$ cat src/rtl/dgf_pkg.sv
`timescale 1ns/1ps
package dgf_pkg;
    localparam int TICK_HZ  = 5_000_000;   // 200 ns tick rate
    localparam int A_RAW0   = 'h00;
    localparam int A_CMD    = 'h07;
    localparam int A_IVL0   = 'h08;
    localparam int A_EN0    = 'h0C;
    localparam int CMD_CLR_IVL  = 0;
    localparam int CMD_CLR_FILT = 1;

    typedef enum logic {
        CH_STABLE  = 1'b0,
        CH_QUALIFY = 1'b1
    } ch_state_t;
endpackage

$ cat src/rtl/dgf_sync.sv
`timescale 1ns/1ps
module dgf_sync #(
    parameter int W = 24
) (
    input  logic         clk,
    input  logic         rst_n,
    input  logic [W-1:0] d,
    output logic [W-1:0] q
);
    logic [W-1:0] meta;

    always_ff @(posedge clk or negedge rst_n) begin
        if (!rst_n) begin
            meta <= '0;
            q    <= '0;
        end else begin
            meta <= d;
            q    <= meta;
        end
    end
endmodule

$ cat src/rtl/dgf_tick.sv
`timescale 1ns/1ps
module dgf_tick #(
    parameter int CLK_HZ = 200_000_000
) (
    input  logic clk,
    input  logic rst_n,
    input  logic restart,
    output logic tick
);
    import dgf_pkg::*;
    localparam int TICK_CYC = CLK_HZ / TICK_HZ;
    localparam int CW       = (TICK_CYC > 2) ? $clog2(TICK_CYC) : 1;

    logic [CW-1:0] cnt;

    assign tick = (cnt == CW'(TICK_CYC - 1));

    always_ff @(posedge clk or negedge rst_n) begin
        if (!rst_n)          cnt <= '0;
        else if (restart)    cnt <= '0;
        else if (tick)       cnt <= '0;
        else                 cnt <= cnt + 1'b1;
    end
endmodule

$ cat src/rtl/dgf_regs.sv
`timescale 1ns/1ps
module dgf_regs #(
    parameter int NCH    = 24,
    parameter int IVL_W  = 20,
    parameter int ADDR_W = 5
) (
    input  logic              clk,
    input  logic              rst_n,
    input  logic              we,
    input  logic [ADDR_W-1:0] addr,
    input  logic [7:0]        wdata,
    input  logic [NCH-1:0]    raw,
    output logic [7:0]        rdata,
    output logic [IVL_W-1:0]  ivl,
    output logic [NCH-1:0]    en,
    output logic              clr_ivl,
    output logic              clr_filt
);
    import dgf_pkg::*;
    localparam int IVL_B = (IVL_W + 7) / 8;
    localparam int EN_B  = (NCH + 7) / 8;
    localparam logic [IVL_B*8-1:0] IVL_MASK = {(IVL_B*8){1'b1}} >> (IVL_B*8 - IVL_W);
    localparam logic [EN_B*8-1:0]  EN_MASK  = {(EN_B*8){1'b1}} >> (EN_B*8 - NCH);

    logic [IVL_B*8-1:0] ivl_pad;
    logic [EN_B*8-1:0]  en_pad;
    logic [EN_B*8-1:0]  raw_pad;
    logic               cmd_wr;

    assign cmd_wr = we && (addr == ADDR_W'(A_CMD));
    assign ivl    = ivl_pad[IVL_W-1:0];
    assign en     = en_pad[NCH-1:0];

    always_ff @(posedge clk or negedge rst_n) begin
        if (!rst_n) begin
            ivl_pad  <= '0;
            en_pad   <= '0;
            clr_ivl  <= 1'b0;
            clr_filt <= 1'b0;
        end else begin
            clr_ivl  <= cmd_wr && wdata[CMD_CLR_IVL];
            clr_filt <= cmd_wr && wdata[CMD_CLR_FILT];
            for (int b = 0; b < IVL_B; b++)
                if (we && addr == ADDR_W'(A_IVL0 + b))
                    ivl_pad[b*8 +: 8] <= wdata & IVL_MASK[b*8 +: 8];
            for (int b = 0; b < EN_B; b++)
                if (we && addr == ADDR_W'(A_EN0 + b))
                    en_pad[b*8 +: 8] <= wdata & EN_MASK[b*8 +: 8];
            if (cmd_wr && wdata[CMD_CLR_IVL])
                ivl_pad <= '0;
        end
    end

    always_comb begin
        raw_pad          = '0;
        raw_pad[NCH-1:0] = raw;
        rdata            = 8'h00;
        for (int b = 0; b < EN_B; b++) begin
            if (addr == ADDR_W'(A_RAW0 + b)) rdata = raw_pad[b*8 +: 8];
            if (addr == ADDR_W'(A_EN0 + b))  rdata = en_pad[b*8 +: 8];
        end
        for (int b = 0; b < IVL_B; b++)
            if (addr == ADDR_W'(A_IVL0 + b)) rdata = ivl_pad[b*8 +: 8];
    end
endmodule

$ cat src/rtl/dgf_chan.sv
`timescale 1ns/1ps
module dgf_chan #(
    parameter int IVL_W = 20
) (
    input  logic             clk,
    input  logic             rst_n,
    input  logic             d,
    input  logic             en,
    input  logic             tick,
    input  logic             clr,
    input  logic [IVL_W-1:0] ivl,
    output logic             q
);
    import dgf_pkg::*;

    ch_state_t        st, st_nx;
    logic [IVL_W-1:0] cnt;
    logic             mismatch, ivl_zero, force_stable, done;

    assign mismatch     = d ^ q;
    assign ivl_zero     = (ivl == '0);
    assign force_stable = clr || !en || ivl_zero;
    assign done         = tick && (({1'b0, cnt} + {{IVL_W{1'b0}}, 1'b1}) >= {1'b0, ivl});

    // next-state: QUALIFY-ENTER, DROP, ACCEPT, FORCE
    always_comb begin
        st_nx = st;
        if (force_stable) begin
            st_nx = CH_STABLE;
        end else begin
            unique case (st)
                CH_STABLE:  if (mismatch)          st_nx = CH_QUALIFY;
                CH_QUALIFY: if (!mismatch || done) st_nx = CH_STABLE;
            endcase
        end
    end

    always_ff @(posedge clk or negedge rst_n) begin
        if (!rst_n) st <= CH_STABLE;
        else        st <= st_nx;
    end

    always_ff @(posedge clk or negedge rst_n) begin
        if (!rst_n) begin
            q   <= 1'b0;
            cnt <= '0;
        end else begin
            if (force_stable)
                q <= d;
            else if (st == CH_QUALIFY && mismatch && done)
                q <= d;
            if (st == CH_QUALIFY && st_nx == CH_QUALIFY) begin
                if (tick) cnt <= cnt + 1'b1;
            end else begin
                cnt <= '0;
            end
        end
    end
endmodule

$ cat src/rtl/dglitch_filter.sv
`timescale 1ns/1ps
module dglitch_filter #(
    parameter int CLK_HZ = 200_000_000,
    parameter int NCH    = 24,
    parameter int IVL_W  = 20,
    parameter int ADDR_W = 5
) (
    input  logic              clk,
    input  logic              rst_n,
    input  logic              reg_we,
    input  logic [ADDR_W-1:0] reg_addr,
    input  logic [7:0]        reg_wdata,
    output logic [7:0]        reg_rdata,
    input  logic [NCH-1:0]    din,
    output logic [NCH-1:0]    dout
);
    logic [NCH-1:0]   sync_q;
    logic [NCH-1:0]   filt_en;
    logic [IVL_W-1:0] ivl;
    logic             tick, clr_ivl, clr_filt;

    dgf_sync #(.W(NCH)) u_sync (
        .clk(clk), .rst_n(rst_n), .d(din), .q(sync_q)
    );

    dgf_regs #(.NCH(NCH), .IVL_W(IVL_W), .ADDR_W(ADDR_W)) u_regs (
        .clk(clk), .rst_n(rst_n), .we(reg_we), .addr(reg_addr),
        .wdata(reg_wdata), .raw(sync_q), .rdata(reg_rdata),
        .ivl(ivl), .en(filt_en), .clr_ivl(clr_ivl), .clr_filt(clr_filt)
    );

    dgf_tick #(.CLK_HZ(CLK_HZ)) u_tick (
        .clk(clk), .rst_n(rst_n), .restart(clr_ivl), .tick(tick)
    );

    for (genvar c = 0; c < NCH; c++) begin : g_ch
        dgf_chan #(.IVL_W(IVL_W)) u_ch (
            .clk(clk), .rst_n(rst_n), .d(sync_q[c]), .en(filt_en[c]),
            .tick(tick), .clr(clr_filt), .ivl(ivl), .q(dout[c])
        );
    end
endmodule

$ cat config.mk
export PLATFORM = sky130hd
export DESIGN_NAME = dglitch_filter
export DESIGN_NICKNAME = d
export VERILOG_FILES = /design/src/rtl/dgf_pkg.sv /design/src/rtl/dgf_sync.sv /design/src/rtl/dgf_tick.sv /design/src/rtl/dgf_regs.sv /design/src/rtl/dgf_chan.sv /design/src/rtl/dglitch_filter.sv
export SDC_FILE = /design/constraint.sdc
export NUM_CORES = 2
export LEC_CHECK = 0
export BUFFER_PORTS_ARGS = -buffer_cell sky130_fd_sc_hd__buf_2
export CORE_ASPECT_RATIO = 1.1
export CORE_MARGIN = 8
export CORE_UTILIZATION = 30
export DETAILED_ROUTE_END_ITERATION = 8
export GPL_TIMING_DRIVEN = 0
export PLACE_DENSITY = 0.55
export SLEW_MARGIN = 25
export SYNTH_ARGS = -nofsm -noshare
export SYNTH_HDL_FRONTEND = slang
export SYNTH_SLANG_ARGS = --single-unit
export TNS_END_PERCENT = 30
$ cat constraint.sdc
create_clock -name clk -period 4.9 [get_ports clk]
set_input_delay 0.49 -clock clk [delete_from_list [all_inputs] [get_ports clk]]
set_output_delay 0.49 -clock clk [all_outputs]
set_load 0.01 [all_outputs]
==> results.md <==
- The flow ran to the end, and the final reports show no timing, DRC or antenna violations.
- The post-synthesis net count is 5730.
- The first-pass GRT wire length is 230 mm.
- Post-CTS timing repair inserted 0 buffers for setup.
- The number of filler instances in the final layout is 15.5k.
- The register cell area after layout is 15700 µm².
- The number of max-cap violations is 0.
- The count of final setup violators is 0.
- STA classifies the critical path startpoint as a flip-flop.
- Headroom to the max-slew limit came out at 26.3%.
- The H-tree was split into 3 levels.
- The area of combinational cells with multiple inputs is 28700 µm².
- Among all flip-flop cells after synthesis, the most frequent one is dfrtp_1.
- For the final database, setup skew stands at 0.0175 ns.
- After layout, the minimum clock period comes to 4.76 ns.
- Yosys mapped a number of flops with a built-in enable equal to 0.
- The setup slack on the worst flop-to-flop path is 0.14 ns.
- The total number of yosys warnings is 0.
- During I/O placement, the number of pins put on the boundary was 72.
- The placer's final routability congestion estimate is 0.877.
- The global-route congestion overflow total is 0.
- The final max-slew violation count was 0.
- Hold is met by 0.186 ns.
- The initial antenna violation count came to 7.
- Setup repair after global routing left no endpoint under its margin.
- Across all layers, the routed design uses 38.6k vias.
- After floorplanning, the core was divided into 150 placement rows.
- In this run the tool buffered the top-level ports with 68 buffer cells.
- Entering global routing, the biggest net connects 88 pins.
- The die is 425 µm tall.
- The standard cell core area is 151000 µm².
- The half-perimeter wire length after placement is 107 mm.
- In this run the deepest clock path goes through 3 buffers.
- The library cells used most frequently in the layout, excluding fill and tap cells, are 826 x nor2_1, 627 x dfrtp_1, 561 x nand2_1.
- The clock net in this run drives a total of 628 sinks.
- Dividing the detail-routed wire length by the instance count gives 20.6 µm.
- The worst-case IR drop observed on VDD is 0.218 mV.
- The routed via count divided by cell count is 5.19.
- The total power density per cell area is 294 nW/µm².
- Clock-pin slew was measured on the worst setup and hold paths at 0.06 ns.
- The critical path endpoint is g_ch[14].u_ch.cnt[1]$_DFFE_PN0P_.
- Averaged over all synthesized cells, the footprint is 8.79 µm².
- Summed over its instances, the top area cell type makes up 34.5% of the synthesized netlist area.
- In the synthesized netlist, the number of instances is 5185.
- Of the cells placed in the final design, the portion with a size suffix greater than 1 is 7.83%.
- At the later pin of the worst-skew pair, clock insertion delay measures 0.68 ns.
- The tightest min-delay check is of the in2reg type.
- The library cell used most frequently in the layout, excluding fill and tap cells, is nor2_1.
- Of all nets on the critical path, the largest fanout is 10.
- The critical register-to-register path endpoint is g_ch[14].u_ch.cnt[1]$_DFFE_PN0P_.
- The required time reported for the critical path endpoint is 5.49 ns.
- Counting flops and latches in the post-synthesis netlist gives 628.
- The count of unresolved DRC violations after routing is 0.
- Of all flip-flops after synthesis, the portion carrying an async set or reset was 100%.
- The first detailed-routing pass took 5 iterations.
- At the pin with the least slew margin, the transition time is 1.11 ns.
- The launching instance or port of the critical path is u_tick.cnt[0]$_DFF_PN0_.
- Measured along the x axis, the die boundary spans 388 µm.
- Global routing used 18.1% of the available tracks across all layers.
- Once detail routing completed, the nets flagged for antenna violations numbered 0.
- The count of nets after finishing is 5935.
- In this run the critical register-to-register path is launched from u_tick.cnt[0]$_DFF_PN0_.
- The area of placed instances is 49200 µm².
- TritonCTS built the clock tree.
- The number of global-route vias before repair is 37.0k.
- Yosys mapped the design onto 80 distinct sky130hd cell types.
- The critical path is of the reg2reg type.
- For this run, the share of the core covered by cells in the final layout is 34.5%.
- The buffer type at the clock tree root is clkbuf_16.
- The data arrival time of the critical path is 5.35 ns.
- The number of buffers created by CTS is 78.
- The final number of hold-violating endpoints is 0.
- From synthesis to final layout, the design area changed by 14.7%.
- The portion of the post-synthesis area used by sequential elements is 34.5%.
- The area of all placed cells without fillers is 52300 µm².
- The cell taking the most area after synthesis is dfrtp_1.
- In this run the static leakage power is 22.5 nW.
- The cell area after synthesis is 45600 µm².
- In the finished design, the share of the clock period the worst path needs comes to 97.1%.
- Once the floorplan was initialized, standard cells occupied 30.1% of the core.
- The routed wire length is 153 mm.
- The critical path endpoint category is a flip-flop.
- Ranked by total cell area, the synthesized netlist is headed by dfrtp_1 34%, ha_1 14%, xnor2_1 8.7%, xor2_1 8.1%, nor2_1 6.8%.
- The floorplan step defined a die boundary enclosing 165000 µm².
- The first routing iteration left 2733 violations.
- The upper clock frequency limit is 210 MHz.
- Measured in cells, the most critical reg-to-reg path has a length of 11.
[state kept, by name (all words and copies together), names as in the netlist]
name,cells
g_ch.u_ch.cnt,480
g_ch.u_ch.q,24
g_ch.u_ch.st,24
u_regs.en,24
u_sync.meta,24
u_sync.q,24
u_regs.ivl_pad,20
u_tick.cnt,6
u_regs.clr_filt,1
u_regs.clr_ivl,1
[how the worst min path moves through the flow]
stage	slack (ns)	start	depth (start not counted)	end
global placement	0.34	u_sync.meta[5]$_DFF_PN0_	0	u_sync.q[5]$_DFF_PN0_
finish	0.19	reg_wdata[1]	2	u_regs.clr_filt$_DFF_PN0_
CTS	0.13	reg_wdata[4]	2	u_regs.en[12]$_DFFE_PN0P_
floorplan	0.19	rst_n	0	g_ch[0].u_ch.cnt[0]$_DFFE_PN0P_
detailed placement	0.33	u_sync.meta[1]$_DFF_PN0_	0	u_sync.q[1]$_DFF_PN0_
global route	0.18	reg_wdata[1]	2	u_regs.clr_filt$_DFF_PN0_
[worst max-delay path: stages, from the launching register on]
cell	delay (ns)
dfrtp_1	0.37
ha_1	0.24
nand4bb_1	0.11
clkbuf_1	0.32
nor2_1	0.57
buf_2	0.49
buf_2	0.65
buf_2	0.57
buf_2	0.57
buf_2	0.50
nand2_1	0.10
a21oi_1	0.13
[kinds of logic after synthesis]
logic type | share of synthesized area, %
xor+xnor | 16.8
compound gates | 7.52
fa+ha+maj | 13.9
mux | 1.63
simple gates | 23.0
buf+inv | 2.69
flops | 34.5
[per-stage QoR]
step	power, mW	TNS [ns]	std cells	setup slack [ns]
detailed placement	9.09	-2.82	7261	-0.180
floorplan	7.27	0	5185	0.858
finish	15.4	0	7435	0.141
CTS	15.5	0	7431	0.0799
global route	16.0	0	7432	0.0347
global placement	8.81	-7036.84	7229	-10.93
[layer usage]
layer,part of all wire (%),vias up,GRT usage (%)
met4,3.9,4,6.95
met3,5.7,260,2.55
met2,45,994,29.3
met1,46,18900,24.4
met5,0.018,-,0
li1,-,18400,-
[cells in the mapped netlist, types with 12 or more instances]
library cell  number
a2111oi_0         12
a211oi_1          17
a21o_1            43
a21oi_1          226
a31oi_1           33
and2_1            37
and3_1            79
and4_1            36
buf_2             44
buf_4             24
clkbuf_1         149
dfrtp_1          628
ha_1             505
inv_1             54
mux2_2            48
mux2i_1           20
nand2_1          561
nand3_1          282
nand4_1          168
nor2_1           826
nor2b_1           26
nor3_1           132
nor4_1            34
o211ai_1          16
o21ai_0           82
or2_2             16
or3_1             21
or4_1             15
xnor2_1          453
xor2_1           423
[power breakdown]
| group | switching [mW] | total [mW] | internal, mW |
|---|---|---|---|
| Combinational | 2.31 | 3.36 | 1.05 |
| Clock | 2.47 | 6.32 | 3.84 |
| Sequential | 0.301 | 5.68 | 5.38 |
[area by class of cell]
type	count	area share, %
multi-input combinational	4273	54.8
sequential	628	30.1
tap	1976	4.73
clock buffer	113	4.47
timing repair buffer	125	2.56
buffer	229	2.00
clock inverter	32	0.840
inverter	55	0.486
antenna	4	0.0191
[timing repair]
action	CTS	global route
resized for setup	2	8
hold buffers	25	0
hold endpoints to repair	74	0
setup endpoints to repair	30	42
(Power assumes the default switching activity.)
